## src/rtl/scsi_regs_pkg.sv

```systemverilog
package scsi_regs_pkg;
  typedef enum logic [1:0] {
    MODE_FREE = 2'd0,
    MODE_ARB  = 2'd1,
    MODE_SEL  = 2'd2
  } bus_mode_e;

  localparam int A_DATA  = 0;
  localparam int A_ICMD  = 1;
  localparam int A_MODE  = 2;
  localparam int A_TCMD  = 3;
  localparam int A_STAT  = 4;
  localparam int A_BSTAT = 5;
  localparam int A_INLAT = 6;
  localparam int A_CLR   = 7;
  localparam int A_GO0   = 5;
  localparam int NGO     = 3;

  localparam int IC_DRV = 0;
  localparam int IC_ATN = 1;
  localparam int IC_SEL = 2;
  localparam int IC_BSY = 3;
  localparam int IC_ACK = 4;
  localparam int IC_RST = 7;
  localparam int MD_ARB = 0;
  localparam int MD_DMA = 1;
endpackage

```

## src/rtl/scsi_ctl_decode.sv

```systemverilog
module scsi_ctl_decode
  import scsi_regs_pkg::*;
#(
  parameter int DW = 8,
  parameter int AW = 4
) (
  input  logic          clk,
  input  logic          rst_n,
  input  logic          wr_stb,
  input  logic [AW-1:0] addr,
  input  logic [DW-1:0] wdata,
  input  logic          drq_set,
  output logic [DW-1:0] icmd_q,
  output logic [DW-1:0] mode_q,
  output logic [DW-1:0] tcmd_q,
  output logic [DW-1:0] odata_q,
  output logic [NGO-1:0] go_q,
  output logic          drq_q
);
  logic [NGO-1:0] go_hit;
  logic           drop_drq;

  for (genvar g = 0; g < NGO; g++) begin : g_go
    assign go_hit[g] = wr_stb && (addr == AW'(A_GO0 + g));
  end

  assign drop_drq = wr_stb && (addr == AW'(A_MODE)) && !wdata[MD_DMA];

  always_ff @(posedge clk or negedge rst_n) begin
    if (!rst_n) begin
      icmd_q  <= '0;
      mode_q  <= '0;
      tcmd_q  <= '0;
      odata_q <= '0;
      go_q    <= '0;
      drq_q   <= 1'b0;
    end else begin
      go_q <= go_hit;
      if (wr_stb) begin
        case (addr)
          AW'(A_DATA): odata_q <= wdata;
          AW'(A_ICMD): icmd_q  <= wdata;
          AW'(A_MODE): mode_q  <= wdata;
          AW'(A_TCMD): tcmd_q  <= wdata;
          default: ;
        endcase
      end
      if (drop_drq)
        drq_q <= 1'b0;
      else if (drq_set && mode_q[MD_DMA])
        drq_q <= 1'b1;
    end
  end

  p_go_onehot_r12: assert property (@(posedge clk) disable iff (!rst_n)
    $onehot0(go_q));

  p_go_single_r12: assert property (@(posedge clk) disable iff (!rst_n)
    (go_q != '0) |=> (go_q == '0) || $past(wr_stb));

  p_drq_needs_dma_r6: assert property (@(posedge clk) disable iff (!rst_n)
    !mode_q[MD_DMA] |-> !drq_q);
endmodule

```

## src/rtl/scsi_mode_tracker.sv

```systemverilog
module scsi_mode_tracker
  import scsi_regs_pkg::*;
(
  input  logic      clk,
  input  logic      rst_n,
  input  logic      wr_icmd,
  input  logic      wr_mode,
  input  logic      new_sel,
  input  logic      new_bsy,
  input  logic      arb_req,
  input  logic      tgt_busy,
  output bus_mode_e mode
);
  always_ff @(posedge clk or negedge rst_n) begin
    if (!rst_n) begin
      mode <= MODE_FREE;
    end else if (wr_icmd) begin
      if (!(new_sel || new_bsy || tgt_busy))
        mode <= MODE_FREE;
      else if (new_sel && mode == MODE_ARB)
        mode <= MODE_SEL;
    end else if (wr_mode && arb_req && mode == MODE_FREE) begin
      mode <= MODE_ARB;
    end
  end

  p_sel_via_arb_r4: assert property (@(posedge clk) disable iff (!rst_n)
    (mode == MODE_SEL && $past(mode) != MODE_SEL) |-> $past(mode) == MODE_ARB);

  p_arb_entry_r5: assert property (@(posedge clk) disable iff (!rst_n)
    (mode == MODE_ARB && $past(mode) != MODE_ARB) |-> $past(wr_mode && arb_req));

  p_mode_legal_r4: assert property (@(posedge clk) disable iff (!rst_n)
    mode != 2'd3);
endmodule

```

## src/rtl/scsi_status_compose.sv

```systemverilog
module scsi_status_compose
  import scsi_regs_pkg::*;
#(
  parameter int DW = 8,
  parameter int AW = 4
) (
  input  logic          clk,
  input  logic          rst_n,
  input  logic          rd_stb,
  input  logic [AW-1:0] addr,
  input  logic [DW-1:0] bus_data_in,
  input  logic          bus_req,
  input  logic          bus_msg,
  input  logic          bus_cd,
  input  logic          bus_io,
  input  logic          tgt_busy,
  input  logic          par_err_set,
  input  logic          irq_set,
  input  logic          busy_err_set,
  input  logic [DW-1:0] icmd_q,
  input  logic [DW-1:0] mode_q,
  input  logic [DW-1:0] tcmd_q,
  input  logic          drq_q,
  output logic [DW-1:0] rdata
);
  logic          par_q, irq_q, berr_q, req_q;
  logic [DW-1:0] inlat_q;
  logic          phase_hit, clr_rd;

  assign phase_hit = (tcmd_q[2:0] == {bus_msg, bus_cd, bus_io});
  assign clr_rd    = rd_stb && (addr == AW'(A_CLR));

  always_ff @(posedge clk or negedge rst_n) begin
    if (!rst_n) begin
      par_q   <= 1'b0;
      irq_q   <= 1'b0;
      berr_q  <= 1'b0;
      req_q   <= 1'b0;
      inlat_q <= '0;
    end else begin
      req_q <= bus_req;
      if (bus_req && !req_q) inlat_q <= bus_data_in;
      par_q  <= par_err_set  || (par_q  && !clr_rd);
      irq_q  <= irq_set      || (irq_q  && !clr_rd);
      berr_q <= busy_err_set || (berr_q && !clr_rd);
    end
  end

  always_comb begin
    rdata = '0;
    case (addr)
      AW'(A_DATA):  rdata = bus_data_in;
      AW'(A_ICMD):  rdata = icmd_q;
      AW'(A_MODE):  rdata = mode_q;
      AW'(A_TCMD):  rdata = tcmd_q;
      AW'(A_STAT):  rdata = {icmd_q[IC_RST], icmd_q[IC_BSY] | tgt_busy, bus_req,
                             bus_msg, bus_cd, bus_io, icmd_q[IC_SEL], 1'b0};
      AW'(A_BSTAT): rdata = {1'b0, drq_q, par_q, irq_q, phase_hit, berr_q,
                             icmd_q[IC_ATN], icmd_q[IC_ACK]};
      AW'(A_INLAT): rdata = inlat_q;
      default:      rdata = '0;
    endcase
  end

  p_clear_on_read_r13: assert property (@(posedge clk) disable iff (!rst_n)
    (clr_rd && !par_err_set && !irq_set && !busy_err_set)
      |=> !par_q && !irq_q && !berr_q);

  p_latch_holds_r11: assert property (@(posedge clk) disable iff (!rst_n)
    $past(req_q) |-> $stable(inlat_q));
endmodule

```

## src/rtl/scsi_init_regs.sv

```systemverilog
module scsi_init_regs
  import scsi_regs_pkg::*;
#(
  parameter int DW = 8,
  parameter int AW = 4
) (
  input  logic          clk,
  input  logic          rst_n,
  input  logic          host_sel,
  input  logic          host_wr,
  input  logic [AW-1:0] host_addr,
  input  logic [DW-1:0] host_wdata,
  output logic [DW-1:0] host_rdata,
  input  logic [DW-1:0] bus_data_in,
  input  logic          bus_req,
  input  logic          bus_msg,
  input  logic          bus_cd,
  input  logic          bus_io,
  input  logic          tgt_busy,
  input  logic          drq_set,
  input  logic          par_err_set,
  input  logic          irq_set,
  input  logic          busy_err_set,
  output logic          data_drive_en,
  output logic          drv_atn,
  output logic          drv_sel,
  output logic          drv_bsy,
  output logic          drv_ack,
  output logic          drv_rst,
  output logic [DW-1:0] out_data,
  output logic          dma_mode,
  output logic          drq,
  output logic [1:0]    bus_mode,
  output logic          dma_send_go,
  output logic          dma_trecv_go,
  output logic          dma_irecv_go
);
  logic           wr_stb, rd_stb;
  logic [DW-1:0]  icmd_q, mode_q, tcmd_q;
  logic [NGO-1:0] go_q;
  bus_mode_e      mode;

  assign wr_stb = host_sel && host_wr;
  assign rd_stb = host_sel && !host_wr;

  scsi_ctl_decode #(.DW(DW), .AW(AW)) u_dec (
    .clk(clk), .rst_n(rst_n), .wr_stb(wr_stb), .addr(host_addr),
    .wdata(host_wdata), .drq_set(drq_set), .icmd_q(icmd_q), .mode_q(mode_q),
    .tcmd_q(tcmd_q), .odata_q(out_data), .go_q(go_q), .drq_q(drq)
  );

  scsi_mode_tracker u_mode (
    .clk(clk), .rst_n(rst_n),
    .wr_icmd(wr_stb && host_addr == AW'(A_ICMD)),
    .wr_mode(wr_stb && host_addr == AW'(A_MODE)),
    .new_sel(host_wdata[IC_SEL]), .new_bsy(host_wdata[IC_BSY]),
    .arb_req(host_wdata[MD_ARB]), .tgt_busy(tgt_busy), .mode(mode)
  );

  scsi_status_compose #(.DW(DW), .AW(AW)) u_stat (
    .clk(clk), .rst_n(rst_n), .rd_stb(rd_stb), .addr(host_addr),
    .bus_data_in(bus_data_in), .bus_req(bus_req), .bus_msg(bus_msg),
    .bus_cd(bus_cd), .bus_io(bus_io), .tgt_busy(tgt_busy),
    .par_err_set(par_err_set), .irq_set(irq_set), .busy_err_set(busy_err_set),
    .icmd_q(icmd_q), .mode_q(mode_q), .tcmd_q(tcmd_q), .drq_q(drq),
    .rdata(host_rdata)
  );

  assign data_drive_en = icmd_q[IC_DRV];
  assign drv_atn       = icmd_q[IC_ATN];
  assign drv_sel       = icmd_q[IC_SEL];
  assign drv_bsy       = icmd_q[IC_BSY];
  assign drv_ack       = icmd_q[IC_ACK];
  assign drv_rst       = icmd_q[IC_RST];
  assign dma_mode      = mode_q[MD_DMA];
  assign bus_mode      = mode;
  assign dma_send_go   = go_q[0];
  assign dma_trecv_go  = go_q[1];
  assign dma_irecv_go  = go_q[2];

  p_icmd_map_r2: assert property (@(posedge clk) disable iff (!rst_n)
    (wr_stb && host_addr == AW'(A_ICMD)) |=>
      {drv_rst, drv_ack, drv_bsy, drv_sel, drv_atn, data_drive_en} ==
      {$past(host_wdata[7]), $past(host_wdata[4:0])});

  p_high_addr_inert_r3: assert property (@(posedge clk) disable iff (!rst_n)
    (wr_stb && host_addr[AW-1]) |=> $stable(out_data) && $stable(bus_mode));
endmodule

```

## config.mk

```make
export PLATFORM = sky130hd
export DESIGN_NAME = scsi_init_regs
export DESIGN_NICKNAME = d
export VERILOG_FILES = /design/src/rtl/scsi_regs_pkg.sv /design/src/rtl/scsi_ctl_decode.sv /design/src/rtl/scsi_mode_tracker.sv /design/src/rtl/scsi_status_compose.sv /design/src/rtl/scsi_init_regs.sv
export SDC_FILE = /design/constraint.sdc
export NUM_CORES = 1
export LEC_CHECK = 0
export CAP_MARGIN = 20
export CORE_AREA = 2 2 75 77
export DETAILED_ROUTE_END_ITERATION = 10
export DIE_AREA = 0 0 77 79
export PLACE_DENSITY = 0.78
export SYNTH_ARGS = -nofsm -noshare
export SYNTH_HDL_FRONTEND = slang
export SYNTH_HIERARCHICAL = 1
export SYNTH_SLANG_ARGS = --single-unit
```

## constraint.sdc

```tcl
create_clock -name clk -period 2 [get_ports clk]
set_clock_uncertainty 0.15 [all_clocks]
set_input_delay 0.4 -clock clk [delete_from_list [all_inputs] [get_ports clk]]
set_output_delay 0.4 -clock clk [all_outputs]
set_load 0.01 [all_outputs]
```

==> impl_metrics.tcl <==
set metrics [dict create \
    drt_first_iter_violations 118 \
    rows 27 \
    rsz0062_at_grt "true" \
    yosys_warnings 6 \
    vdd_drop_max_uv 482 \
    drive_above_1_share 0.459 \
    synth_cells 202 \
    layout.nets 348 \
    clockRootBuffer "clkbuf_8" \
    period_share 1.04 \
    min_to "u_stat/inlat_q[3]$_DFFE_PN0P_" \
    maxSlewViolCount 0 \
    endpoint_kind "output port" \
    ys_seq_area_frac 0.496 \
    layout_setup_ws_ns -0.0729 \
    cts.clk_slew.worst_paths_ns 0.08 \
    grt_overflow 0 \
    num_vias 2195 \
    grt_max_degree 51 \
    max_slew_margin 0.759 \
    critPathRequiredTime_ns 1.45 \
    hold_viol 0 \
    fmax_mhz 482 \
    synth_nets 235 \
    crit_arrival_ns 1.52 \
    wire_per_inst_um 19.2 \
    cp_max_fo 7 \
    worst_pin_slew_ns 0.361 \
    core_area_sq_um 5340 \
    holdWs_ns 0.249 \
    start_util 0.472 \
    cp-start-kind "input port" \
    cts_tree "built" \
    power_density_nw_per_um2 720 \
    r2r_cells 3 \
    finalSetupTns_ns -0.321 \
    pin_count 62 \
    holdCritStartpoint "bus_data_in[3]" \
    fin_crit_ns 2.07 \
    ant_nets 0 \
    cts_buffers 5 \
    p_total_uw 2750 \
    crit_chain "buf_8 -> buf_8 -> buf_4 -> buf_4 -> mux2i_1 -> nor3_1 -> a221oi_2 -> o31ai_1 -> buf_2" \
    violations "negative setup slack" \
    synth_area_sq_um 2520 \
    place_congestion 0.979 \
    synth-seq-cells 50 \
    vias_per_cell 5.66 \
    critical_path_buf_inv_count 5 \
    drc 0 \
    h-tree-depth 2 \
    wirelength_um 7450 \
    cts_max_path_buffers 2 \
    wl_met1_um 3100 \
    met3_length_um 411 \
    finish.utilization 0.714 \
    syn_area_per_cell_sq_um 12.5 \
    status "finished with violations" \
    cp_top_family "buffers and inverters" \
    top_layer "met4" \
    dp_hpwl_um 5260 \
    grt_pass1_wl_um 11500 \
    p_leak_uw 0.00170 \
    place_ws_ns -0.929 \
    die-area_sq_um 6080 \
    crit_slowest_cell "a221oi_2" \
    synth_cell_types 48 \
    cts.sinks 50 \
    port-buffer-count 61 \
    timing.rr.start "u_stat/req_q$_DFF_PN0_" \
    holdPathStages 2 \
    r2r-end "u_stat/inlat_q[6]$_DFFE_PN0P_" \
    slowest_delay_ns 0.16 \
    die_h_um 79 \
    die_w_um 77 \
    layout_commonest_cell "dfrtp_1" \
    antenna_found_initial 0 \
    finalSetupViolations 7 \
    clk_latency_ns 0.31 \
    antenna_cells 0 \
    maxCapViolCount 0 \
    rrSetupSlack_ns 0.69 \
    route.met2.wl_um 3780 \
    areaGrowthSynthToFinish_pct 51.3 \
    grt_pass1_vias 2239 \
    critPathKind "input port to output port" \
    most-common-layout-cells "dfrtp_1 (50), buf_4 (42), mux2_2 (41), clkdlybuf4s50_1 (39)" \
    drt_first_pass_iters 4 \
    grt_use_total 0.246 \
    min_path_type "input port to flip-flop" \
]
## flip-flops by register name, indices dropped and copies added (netlist names), 2 cells and up
| register | flops |
|---|---|
| u_dec/odata_q | 8 |
| u_stat/inlat_q | 8 |
| u_dec/tcmd_q | 8 |
| u_dec/mode_q | 8 |
| u_dec/go_q | 3 |
| u_dec/icmd_q | 8 |
| u_mode/mode | 2 |
## cells in the mapped netlist, drive strengths merged
library cell / number / area, sq um
nand3: 3 / 25.0
o21ai: 2 / 10.0
inv: 3 / 11.3
o21ba: 1 / 10.0
nor4b: 3 / 32.5
xnor2: 2 / 17.5
nor3: 6 / 35.0
or3: 1 / 6.26
a22o: 4 / 35.0
a22oi: 7 / 57.6
nor2: 5 / 18.8
and2b: 1 / 8.76
buf: 8 / 51.3
a221oi: 2 / 17.5
o311ai: 1 / 8.76
o211a: 1 / 10.0
mux2: 41 / 462
a21oi: 7 / 35.0
clkbuf: 1 / 3.75
mux2i: 6 / 60.1
xor2: 1 / 8.76
nor3b: 4 / 40.0
a21o: 4 / 30.0
nor2b: 7 / 51.3
nand2b: 2 / 12.5
and2: 1 / 6.26
nand3b: 2 / 15.0
nor4: 2 / 12.5
dfrtp: 50 / 1250
nand2: 6 / 25.0
o31ai: 2 / 15.0
o2bb2ai: 1 / 8.76
a31oi: 7 / 43.8
o22ai: 1 / 6.26
o221ai: 1 / 8.76
nand4: 3 / 25.0
nand4bb: 1 / 27.5
a211o: 2 / 17.5
## cell type report
type,instances,area (sq um)
fillers,406,1520
well taps,72,90.1
multi-input cells,140,1310
repair buffers,115,1040
flip-flops and latches,50,1250
clock inverters,3,40.0
clock buffers,5,68.8
inverters,3,11.3
## kinds of logic after synthesis
logic type / Yosys count / synth area share
mux: 47 / 0.207
xor+xnor: 3 / 0.0104
buf+inv: 12 / 0.0263
compound gates: 43 / 0.125
flops: 50 / 0.496
simple gates: 47 / 0.135
## timing repair
action	in CTS	in global routing
buffers inserted	1	5
hold buffers	1	0
pin swaps	15	11
endpoints found under the hold margin	50	0
gates resized for setup	81	16
setup endpoints to repair	29	8
## per-stage QoR
stage          area, sq um  instances
2_1_floorplan         2520        202
3_3_place_gp          3550        374
3_5_place_dp          3550        374
4_1_cts               3710        383
5_1_grt               3810        388
6_report              3810        388
## how the worst max path moves through the flow
| stage | startpoint | to | slack (ns) | depth (start not counted) |
|---|---|---|---|---|
| after CTS | host_addr[2] | host_rdata[3] | -0.07 | 7 |
| after detailed placement | host_addr[0] | host_rdata[7] | -0.93 | 7 |
| after global placement | host_addr[0] | host_rdata[6] | -0.90 | 7 |
| after floorplan | host_addr[2] | host_rdata[3] | 0.17 | 6 |
| after global routing | host_addr[2] | host_rdata[5] | -0.13 | 7 |
| final | host_addr[2] | host_rdata[2] | -0.07 | 9 |
## per-layer routing
metal	up-vias	GRT usage
met4	0	0.0750
met2	85	0.425
met1	1107	0.318
met3	13	0.0455
li1	990	-
met5	-	0
## where the power goes
group | leakage (uW) | internal, uW | switching [uW] | total, uW
clock | 0.0000579 | 368 | 340 | 709
sequential | 0.000615 | 1170 | 106 | 1270
combinational | 0.00103 | 458 | 308 | 766
No activity file was read; power rests on OpenSTA's default activity.
